==> config.mk <==
export PLATFORM = sky130hd
export DESIGN_NAME = nib_handshake_reader
export DESIGN_NICKNAME = d
export VERILOG_FILES = /design/src/rtl/hsr_pkg.sv /design/src/rtl/hsr_timer.sv /design/src/rtl/hsr_packer.sv /design/src/rtl/hsr_seq.sv /design/src/rtl/nib_handshake_reader.sv
export SDC_FILE = /design/constraint.sdc
export NUM_CORES = 1
export LEC_CHECK = 0
export BUFFER_PORTS_ARGS = -buffer_cell sky130_fd_sc_hd__buf_2
export CORE_ASPECT_RATIO = 1.2
export CORE_MARGIN = 2
export CORE_UTILIZATION = 40
export CTS_BUF_LIST = sky130_fd_sc_hd__clkbuf_8
export DETAILED_ROUTE_END_ITERATION = 7
export GPL_TIMING_DRIVEN = 0
export PLACE_DENSITY = 0.65
export SYNTH_ARGS = -nofsm -noshare
export SYNTH_HDL_FRONTEND = slang
export SYNTH_SLANG_ARGS = --single-unit
export TNS_END_PERCENT = 5
==> constraint.sdc <==
create_clock -name clk -period 3.12 [get_ports clk]
set_input_delay 0.312 -clock clk [delete_from_list [all_inputs] [get_ports clk]]
set_output_delay 0.312 -clock clk [all_outputs]
set_load 0.02 [all_outputs]
==> src/rtl/hsr_pkg.sv <==
package hsr_pkg;

  typedef enum logic {
    ST_IDLE = 1'b0,
    ST_WAIT = 1'b1
  } hsr_state_t;

  // Payload nibble count for a received byte-count nibble, capped at max_bytes.
  function automatic int unsigned payload_nibbles(input logic [3:0] len,
                                                  input int unsigned max_bytes);
    int unsigned nbytes;
    nbytes = (int'(len) > int'(max_bytes)) ? max_bytes : int'(len);
    return 2 * nbytes;
  endfunction

endpackage

==> src/rtl/hsr_timer.sv <==
module hsr_timer #(
  parameter int TMO_W = 16
) (
  input  logic             clk,
  input  logic             rst_n,
  input  logic             clear_i,
  input  logic             tick_i,
  input  logic [TMO_W-1:0] limit_i,
  output logic             expire_o
);

  logic [TMO_W-1:0] cnt_q;

  assign expire_o = tick_i && (cnt_q == limit_i - TMO_W'(1));

  always_ff @(posedge clk or negedge rst_n) begin
    if (!rst_n)       cnt_q <= '0;
    else if (clear_i) cnt_q <= '0;
    else if (tick_i)  cnt_q <= cnt_q + TMO_W'(1);
  end

  // A wait never runs past its limit without aborting.
  assert_below_limit_R7: assert property (@(posedge clk) disable iff (!rst_n)
    (tick_i && limit_i != '0) |-> (cnt_q < limit_i));

endmodule

==> src/rtl/hsr_packer.sv <==
module hsr_packer #(
  parameter int MAX_BYTES = 32,
  parameter int IDX_W     = 7
) (
  input  logic                   clk,
  input  logic                   rst_n,
  input  logic                   clear_i,
  input  logic                   we_i,
  input  logic [IDX_W-1:0]       idx_i,
  input  logic [3:0]             nib_i,
  output logic [8*MAX_BYTES-1:0] payload_o
);

  localparam int BW = IDX_W - 1;

  logic [IDX_W-1:0] pos;
  logic [BW-1:0]    byte_sel;
  logic             hi_half;

  assign pos      = idx_i - IDX_W'(2);
  assign byte_sel = pos[IDX_W-1:1];
  assign hi_half  = ~pos[0];

  for (genvar b = 0; b < MAX_BYTES; b++) begin : g_byte
    logic [7:0] byte_q;
    always_ff @(posedge clk or negedge rst_n) begin
      if (!rst_n)       byte_q <= '0;
      else if (clear_i) byte_q <= '0;
      else if (we_i && byte_sel == BW'(b)) begin
        if (hi_half) byte_q[7:4] <= nib_i;
        else         byte_q[3:0] <= nib_i;
      end
    end
    assign payload_o[8*b +: 8] = byte_q;
  end

  // Writes land only inside the buffer.
  assert_byte_in_range_R5: assert property (@(posedge clk) disable iff (!rst_n)
    we_i |-> (int'(byte_sel) < MAX_BYTES));

endmodule

==> src/rtl/hsr_seq.sv <==
module hsr_seq #(
  parameter int MAX_BYTES = 32,
  parameter int IDX_W     = 7
) (
  input  logic             clk,
  input  logic             rst_n,
  input  logic             start_i,
  input  logic             ack_i,
  input  logic [3:0]       data_i,
  input  logic             expire_i,
  output logic             sel_n_o,
  output logic             tog_o,
  output logic             launch_o,
  output logic             cap_o,
  output logic             wait_miss_o,
  output logic             idle_o,
  output logic [IDX_W-1:0] idx_o,
  output logic             done_o,
  output logic             err_o,
  output logic [3:0]       id_o,
  output logic [3:0]       len_o
);
  import hsr_pkg::*;

  hsr_state_t       state_q;
  logic [IDX_W-1:0] idx_q;
  logic [3:0]       len_src;
  logic [IDX_W-1:0] total_nibs;
  logic             last_nib;

  assign idle_o      = (state_q == ST_IDLE);
  assign launch_o    = idle_o && start_i;
  assign cap_o       = (state_q == ST_WAIT) && (ack_i == tog_o);
  assign wait_miss_o = (state_q == ST_WAIT) && (ack_i != tog_o);
  assign idx_o       = idx_q;

  // Length is live on the bus while its own nibble is being taken.
  assign len_src    = (idx_q == IDX_W'(1)) ? data_i : len_o;
  assign total_nibs = IDX_W'(2) + IDX_W'(payload_nibbles(len_src, MAX_BYTES));
  assign last_nib   = (idx_q != '0) && (idx_q + IDX_W'(1) == total_nibs);

  always_ff @(posedge clk or negedge rst_n) begin
    if (!rst_n) begin
      state_q <= ST_IDLE;
      sel_n_o <= 1'b1;
      tog_o   <= 1'b1;
      idx_q   <= '0;
      done_o  <= 1'b0;
      err_o   <= 1'b0;
      id_o    <= '0;
      len_o   <= '0;
    end else begin
      done_o <= 1'b0;
      err_o  <= 1'b0;
      unique case (state_q)
        ST_IDLE: if (start_i) begin
          state_q <= ST_WAIT;
          sel_n_o <= 1'b0;
          tog_o   <= 1'b0;
          idx_q   <= '0;
        end
        ST_WAIT: if (cap_o) begin
          if (idx_q == IDX_W'(0)) id_o  <= data_i;
          if (idx_q == IDX_W'(1)) len_o <= data_i;
          if (last_nib) begin
            state_q <= ST_IDLE;
            sel_n_o <= 1'b1;
            tog_o   <= 1'b1;
            done_o  <= 1'b1;
          end else begin
            tog_o <= ~tog_o;
            idx_q <= idx_q + IDX_W'(1);
          end
        end else if (expire_i) begin
          state_q <= ST_IDLE;
          sel_n_o <= 1'b1;
          tog_o   <= 1'b1;
          err_o   <= 1'b1;
        end
        default: state_q <= ST_IDLE;
      endcase
    end
  end

  assert_idle_lines_R1: assert property (@(posedge clk) disable iff (!rst_n)
    idle_o |-> (sel_n_o && tog_o));
  assert_select_on_start_R2: assert property (@(posedge clk) disable iff (!rst_n)
    launch_o |=> (!sel_n_o && !tog_o));
  assert_toggle_after_capture_R3: assert property (@(posedge clk) disable iff (!rst_n)
    (cap_o && !last_nib) |=> (tog_o != $past(tog_o)) && !sel_n_o);
  assert_done_pulse_R8: assert property (@(posedge clk) disable iff (!rst_n)
    done_o |=> !done_o);
  assert_done_lines_R8: assert property (@(posedge clk) disable iff (!rst_n)
    done_o |-> (sel_n_o && tog_o));
  assert_abort_lines_R7: assert property (@(posedge clk) disable iff (!rst_n)
    err_o |-> (sel_n_o && tog_o && !done_o));

endmodule

==> src/rtl/nib_handshake_reader.sv <==
module nib_handshake_reader #(
  parameter int MAX_BYTES = 32,
  parameter int TMO_W     = 16
) (
  input  logic                   clk,
  input  logic                   rst_n,
  input  logic                   start_i,
  input  logic [TMO_W-1:0]       timeout_i,
  input  logic                   ack_i,
  input  logic [3:0]             data_i,
  output logic                   sel_n_o,
  output logic                   tog_o,
  output logic                   done_o,
  output logic                   err_o,
  output logic [3:0]             id_o,
  output logic [3:0]             len_o,
  output logic [8*MAX_BYTES-1:0] payload_o
);

  localparam int IDX_W = $clog2(2 * MAX_BYTES + 3);

  logic             launch_w, cap_w, miss_w, idle_w, expire_w;
  logic [IDX_W-1:0] idx_w;
  logic             pay_we_w;

  assign pay_we_w = cap_w && (idx_w >= IDX_W'(2));

  hsr_seq #(.MAX_BYTES(MAX_BYTES), .IDX_W(IDX_W)) u_seq (
    .clk(clk), .rst_n(rst_n), .start_i(start_i), .ack_i(ack_i), .data_i(data_i),
    .expire_i(expire_w), .sel_n_o(sel_n_o), .tog_o(tog_o), .launch_o(launch_w),
    .cap_o(cap_w), .wait_miss_o(miss_w), .idle_o(idle_w), .idx_o(idx_w),
    .done_o(done_o), .err_o(err_o), .id_o(id_o), .len_o(len_o)
  );

  hsr_timer #(.TMO_W(TMO_W)) u_timer (
    .clk(clk), .rst_n(rst_n), .clear_i(idle_w || cap_w), .tick_i(miss_w),
    .limit_i(timeout_i), .expire_o(expire_w)
  );

  hsr_packer #(.MAX_BYTES(MAX_BYTES), .IDX_W(IDX_W)) u_pack (
    .clk(clk), .rst_n(rst_n), .clear_i(launch_w), .we_i(pay_we_w),
    .idx_i(idx_w), .nib_i(data_i), .payload_o(payload_o)
  );

  // A completion and an abort never coincide.
  assert_done_err_exclusive_R7: assert property (@(posedge clk) disable iff (!rst_n)
    !(done_o && err_o));

endmodule

# --- After elaboration in Yosys (flattened, before gate mapping) ---
# Index checks and enable logic that the tools add are counted.
op_classes:
  add_sub_neg: 5
  n_mul: 0
  div: 0
  n_lt_le_gt_ge: 1
  n_eq_ne: 42
  n_shift: 0
  n_mux: 92
  n_bitwise: 2
  n_reduce_logical: 145
ops:
  columns: ["op", "count"]
  rows:
  - ["$mux W8", 64]
  - ["$reduce_and A2 Y1", 66]
  - ["$eq A6 B5 Y1 const B", 16]
  - ["$reduce_bool A2 Y1", 34]
  - ["$eq A6 B4 Y1 const B", 8]
  - ["$logic_and A1 B1 Y1", 38]
  - ["$mux W16", 2]
  - ["$eq A6 B3 Y1 const B", 4]
  - ["$mux W7", 3]
  - ["$add A16 B1 Y16 const B", 1]
  - ["$eq A16 B16 Y1", 1]
  - ["$mux W1", 16]
  - ["$sub A16 B1 Y16 const B", 1]
  - ["$pmux W7 S2", 1]
  - ["$eq A6 B2 Y1 const B", 2]
  - ["$mux W4", 3]
  - ["$reduce_and A3 Y1", 3]
  - ["$ne A2 B2 Y1 const B", 4]
  - ["$add A7 B1 Y7 const B", 1]
  - ["$eq A7 B1 Y1 const B", 1]
  - ["$eq A7 B7 Y1", 1]
  - ["$ge A7 B2 Y1 const B", 1]
  - ["$logic_not A7 Y1", 1]
  - ["$reduce_bool A7 Y1", 1]
  - ["other kinds (10)", 14]
totals:
  register_bits: 292
  latchBits: 0
  mem_bits_rw: 0
  mem_bits_ro: 0
  in_bits: 24
  word_cells: 360
  mem_count: 0

# --- Logic depth before layout (Yosys ltp) ---
logic_depth:
  word_depth: 8
  mapped_depth: 15

# --- Hierarchy ---
# From an unflattened synthesis, not the netlist that was laid out.
unflattened:
  hier_cells: 1234
  hier_area_um2: 14122.3
modules_own_cells:
  columns: ["mod", "instances", "cells_per_inst", "area_per_inst_um2", "seq_area_each_um2"]
  rows:
  - ["hsr_packer", 1, 939, 11492.3, 6406.1]
  - ["hsr_timer", 1, 162, 1347.5, 400.4]
  - ["hsr_seq", 1, 130, 1260.0, 503.0]
  - ["nib_handshake_reader", 1, 3, 22.5, 0.0]

# --- Worst setup path before layout ---
# No wires, ideal clock.
synth_path:
  path_kind: "flip-flop to flip-flop"
  from: "reg u_seq.idx_q[1] (netlist: u_seq.idx_o[1])"
  to: "reg u_seq.idx_q[3] (netlist: u_seq.idx_o[3])"
  setup_time_ns: 0.079
  arrival_time_ns: 3.302
  required_time_ns: 3.041
  setup_slack_ns: -0.261
  path_stages_with_launch: 15
  period_less_slack_ns: 3.381
  cell_sequence: "dfrtp_1 > buf_2 > clkinv_1 > ha_1 > nor4b_2 > nand2_1 > mux2_2 > ha_1 > xor3_1 > a211oi_1 > nand3_1 > a211oi_2 > a31oi_4 > nand2_1 > mux2i_1"
synth_via:
  elab_chain_len: 7
  word_cells_on_any_way: 12
  cone_classes: "2 x add/sub; 3 x eq/ne; 4 x mux; 3 x reduce/logical"
synth_rtl:
  columns: ["element", "line", "source"]
  rows:
  - ["start, declared", "hsr_seq.sv:26", "logic [IDX_W-1:0] idx_q;"]
  - ["start signal, assigned", "hsr_seq.sv:72", "idx_q <= idx_q + IDX_W'(1);"]
  - ["$eq A7 B1 Y1", "hsr_seq.sv:38", "assign len_src = (idx_q == IDX_W'(1)) ? data_i : len_o;"]
  - ["$mux W4", "hsr_seq.sv:38", null]
  - ["named net u_seq.len_src[1]", "hsr_seq.sv:27", "logic [3:0] len_src;"]
  - ["$add A2 B5 Y6", "hsr_seq.sv:39", "assign total_nibs = IDX_W'(2) + IDX_W'(payload_nibbles(len_src, MAX_BYTES));"]
  - ["$eq A7 B7 Y1", "hsr_seq.sv:40", "assign last_nib = (idx_q != '0) && (idx_q + IDX_W'(1) == total_nibs);"]
  - ["$logic_and A1 B1 Y1", "hsr_seq.sv:40", null]
  - ["$ne A2 B2 Y1 (no line)", null, null]
  - ["$reduce_and A3 Y1 (no line)", null, null]
# The timed path passes the listed nets, and every way through them passes these cells. The select of a mux whose other input is x is not followed.
# A chain may end at the register's enable or synchronous reset.

# --- Worst setup path after layout ---
# Same ends and word-level chain as after synthesis.

==> out/metrics.yaml <==
status: "complete, but fails checks"
violations: "setup timing"
cp.depth: 14
start_util_pct: 40.3
place.gp.congestion: 0.915
grt_pass1_wl_microns: 56000
drc_errors: 0
ys_seq_area_share_pct: 58.1
finalPower_mw: 16.6
vdd_drop_max_mv: 0.555
cts_made_buffers: 47
syn-cell-area_sq_um: 12600
setup_violations: 3
root_buffer: "clkbuf_8"
cpLargestDelayFamily: "compound AO/OA/AOI/OAI gates"
hp-class: "primary input to flip-flop"
synth_edf_count: 0
cts_tree: "yes"
critPathKind: "flip-flop to flip-flop"
arrival_ns: 3.65
period_needed_ns: 3.16
grt_max_degree: 85
antenna_found_initial: 0
ant_nets: 0
clock_sinks: 292
clk_latency_ns: 0.58
cp_slowest_stage_delay_ns: 0.39
worstPathCellList: "buf_6 > clkinv_8 > ha_4 > nor4b_4 > nand2_2 > mux2_4 > ha_4 > xor3_1 > a211oi_2 > nand3_1 > a211oi_2 > a31oi_4 > nand2_1 > mux2i_1"
dp_hpwl_microns: 26100
hold_path_depth: 3
grtUsageTotal_pct: 21.7
drt-pass1-iter-count: 5
fmax_ghz: 0.316
synth_area_per_cell_sq_um: 11.6
layout_setup_ws_ns: -0.0433
layout-drive-gt1-share_pct: 34.5
whs_ns: 0.106
drv_slew: 0
core_sq_um: 31200
crit_required_ns: 3.61
finalWirelength_microns: 36300
p_per_area_nw_per_um2: 1050
p_leak_nw: 7.72
layout_common_cells: "buf_2 (292), dfrtp_1 (290), nand2_1 (135)"
synthesis.nets: 1114
critPathBufInv: 2
slew_headroom_pct: 39.4
cts_max_path_buffers: 3
num_vias: 9768
layout_commonest_cell: "buf_2"
syn_to_final_growth_pct: 25.4
grt_pass1_vias: 9796
reg2regPathDepth: 14
rows: 71
place_inst: 1778
wl_per_cell_microns: 19.4
worst_path_max_delay_cell: "dfrtp_1"
drtIter0Drc: 636
synth_seq_cells: 292
nets: 1467
synth_cells: 1084
h-tree-depth: 2
dieArea_sq_um: 32900
port_buffers: 290
worst_pin_slew_ns: 0.902
multi_input_area_sq_um: 5050
insertedDiodeCount: 0
hold_viol: 0
async_flop_share_pct: 100
fin_cells: 1872
clock_skew_ns: 0.0343
synth_cell_types: 61
viasPerCell: 5.22
nFillCells: 2865
ys.flop_type: "dfrtp_1"
fp.dieH_microns: 198
clkTransAtPathRegs_ns: 0.07
cp_max_fo: 8
ios: 292
rsz0062_at_grt: "true"
maxCapViolCount: 0
setup.worst_path.start_class: "flip-flop"
crit_path_end_kind: "flip-flop"
die_width_microns: 166
post-route-period-util_pct: 101
yosysWarnings: 0
regArea_sq_um: 7310
grt_overflow: 0
==> power breakdown <==
group / total, mW / switching [mW] / internal, mW
Combinational: 7.15 / 4.55 / 2.60
Sequential: 5.99 / 0.773 / 5.21
Clock: 3.43 / 1.51 / 1.93
==> cells by family after synthesis <==
| kind of cell | count (synthesis) | share of synthesized area [%] |
|---|---|---|
| AO/OA/AOI/OAI | 203 | 8.88 |
| XOR/XNOR | 49 | 3.53 |
| adder cells (fa/ha/maj) | 6 | 0.597 |
| buffers and inverters | 69 | 2.16 |
| flip-flops | 292 | 58.1 |
| multiplexers | 176 | 15.6 |
| AND/OR/NAND/NOR | 289 | 11.1 |
==> worst register-to-register path: cells and delay by family, from the launching register on <==
family	cells	cell delay (ns)
AND/OR/NAND/NOR	4	0.66
adder cells (fa/ha/maj)	2	0.39
multiplexers	2	0.55
flip-flops	1	0.39
XOR/XNOR	1	0.22
AO/OA/AOI/OAI	3	0.68
buffers and inverters	2	0.19
==> registers in the layout, indices dropped and copies added (netlist names) <==
name and count:
u_seq.err_o 1, u_seq.tog_o 1, u_seq.id_o 4, u_seq.len_o 4, u_pack.g_byte.byte_q 256, u_timer.cnt_q 16, u_seq.sel_n_o 1, u_seq.idx_o 7
u_seq.done_o 1, u_seq.state_q 1
==> synth_stat cells, drive strengths merged, types with 2 or more instances <==
cell      n  area share, %
a211o     2           0.14
a211oi    3           0.22
a21o      2           0.12
a21oi    56            2.2
a31oi     6           0.42
a32oi     2           0.14
and2      3           0.15
and3      9           0.45
and4      3           0.21
buf      11           0.43
clkbuf   49            1.5
clkinv    2          0.060
dfrtp   290             58
dfstp     2           0.42
ha        6           0.60
inv       7           0.21
mux2    158             14
mux2i    18            1.4
nand2   137            4.1
nand2b    6           0.30
nand3    30            1.2
nand3b    4           0.27
nand4     3           0.15
nor2     54            1.7
nor2b     8           0.40
nor3     10           0.53
nor3b     2           0.21
nor4     10           0.86
nor4b     2           0.19
o21ai   121            4.8
o31ai     3           0.18
or3       3           0.15
or4       2           0.12
xnor2    29            2.0
xor2     19            1.3
==> metal layers <==
layer,up-vias,track usage (%),wire (microns)
met2,341,36.6,17700
met3,85,5.20,2330
met5,-,0,0
met4,0,9.05,1420
li1,4509,-,-
met1,4833,26.7,14800
==> metrics by stage <==
step / area, sq um / setup slack [ns] / utilization [%] / TNS [ns]
3_5_place_dp: 14700 / -0.342 / 47.0 / -2.43
2_1_floorplan: 12600 / 0.00806 / - / 0
5_1_grt: 15800 / -0.254 / 50.6 / -2.15
3_3_place_gp: 14600 / -3.68 / 46.8 / -1063.54
6_report: 15800 / -0.0433 / 50.6 / -0.0928
4_1_cts: 15700 / 0.00424 / 50.4 / 0
==> cell type report <==
type | instances | area share [%]
clock buffer | 58 | 5.06
multi-input combinational | 723 | 32.0
inverter | 9 | 0.293
buffer | 58 | 1.50
timing repair buffer | 306 | 10.4
clock inverter | 25 | 1.19
tap | 401 | 3.18
sequential | 292 | 46.3
==> what timing repair did <==
action | 4_1_cts | 5_1_grt
pin swaps | 6 | 6
hold endpoints to repair | 50 | 0
gates resized for setup | 3 | 2
setup buffers | 6 | 6
hold buffers | 1 | 0
setup endpoints to repair | 11 | 30
==> path summary, 6_finish.rpt <==
| check | start | to | slack [ns] |
|---|---|---|---|
| hold reg to reg | u_seq.id_o[0] | u_seq.id_o[0] | 0.47 |
| setup / recovery | u_seq.idx_o[1] | u_seq.idx_o[3] | -0.04 |
| hold / removal | start_i | u_seq.state_q | 0.11 |
| setup reg to reg | u_seq.idx_o[1] | u_seq.idx_o[3] | -0.04 |
| max in group asynchronous | rst_n | u_pack.g_byte[27].byte_q[1] | 1.30 |
| min in group asynchronous | rst_n | u_pack.g_byte[7].byte_q[5] | 0.23 |
(Power assumes the default switching activity.)
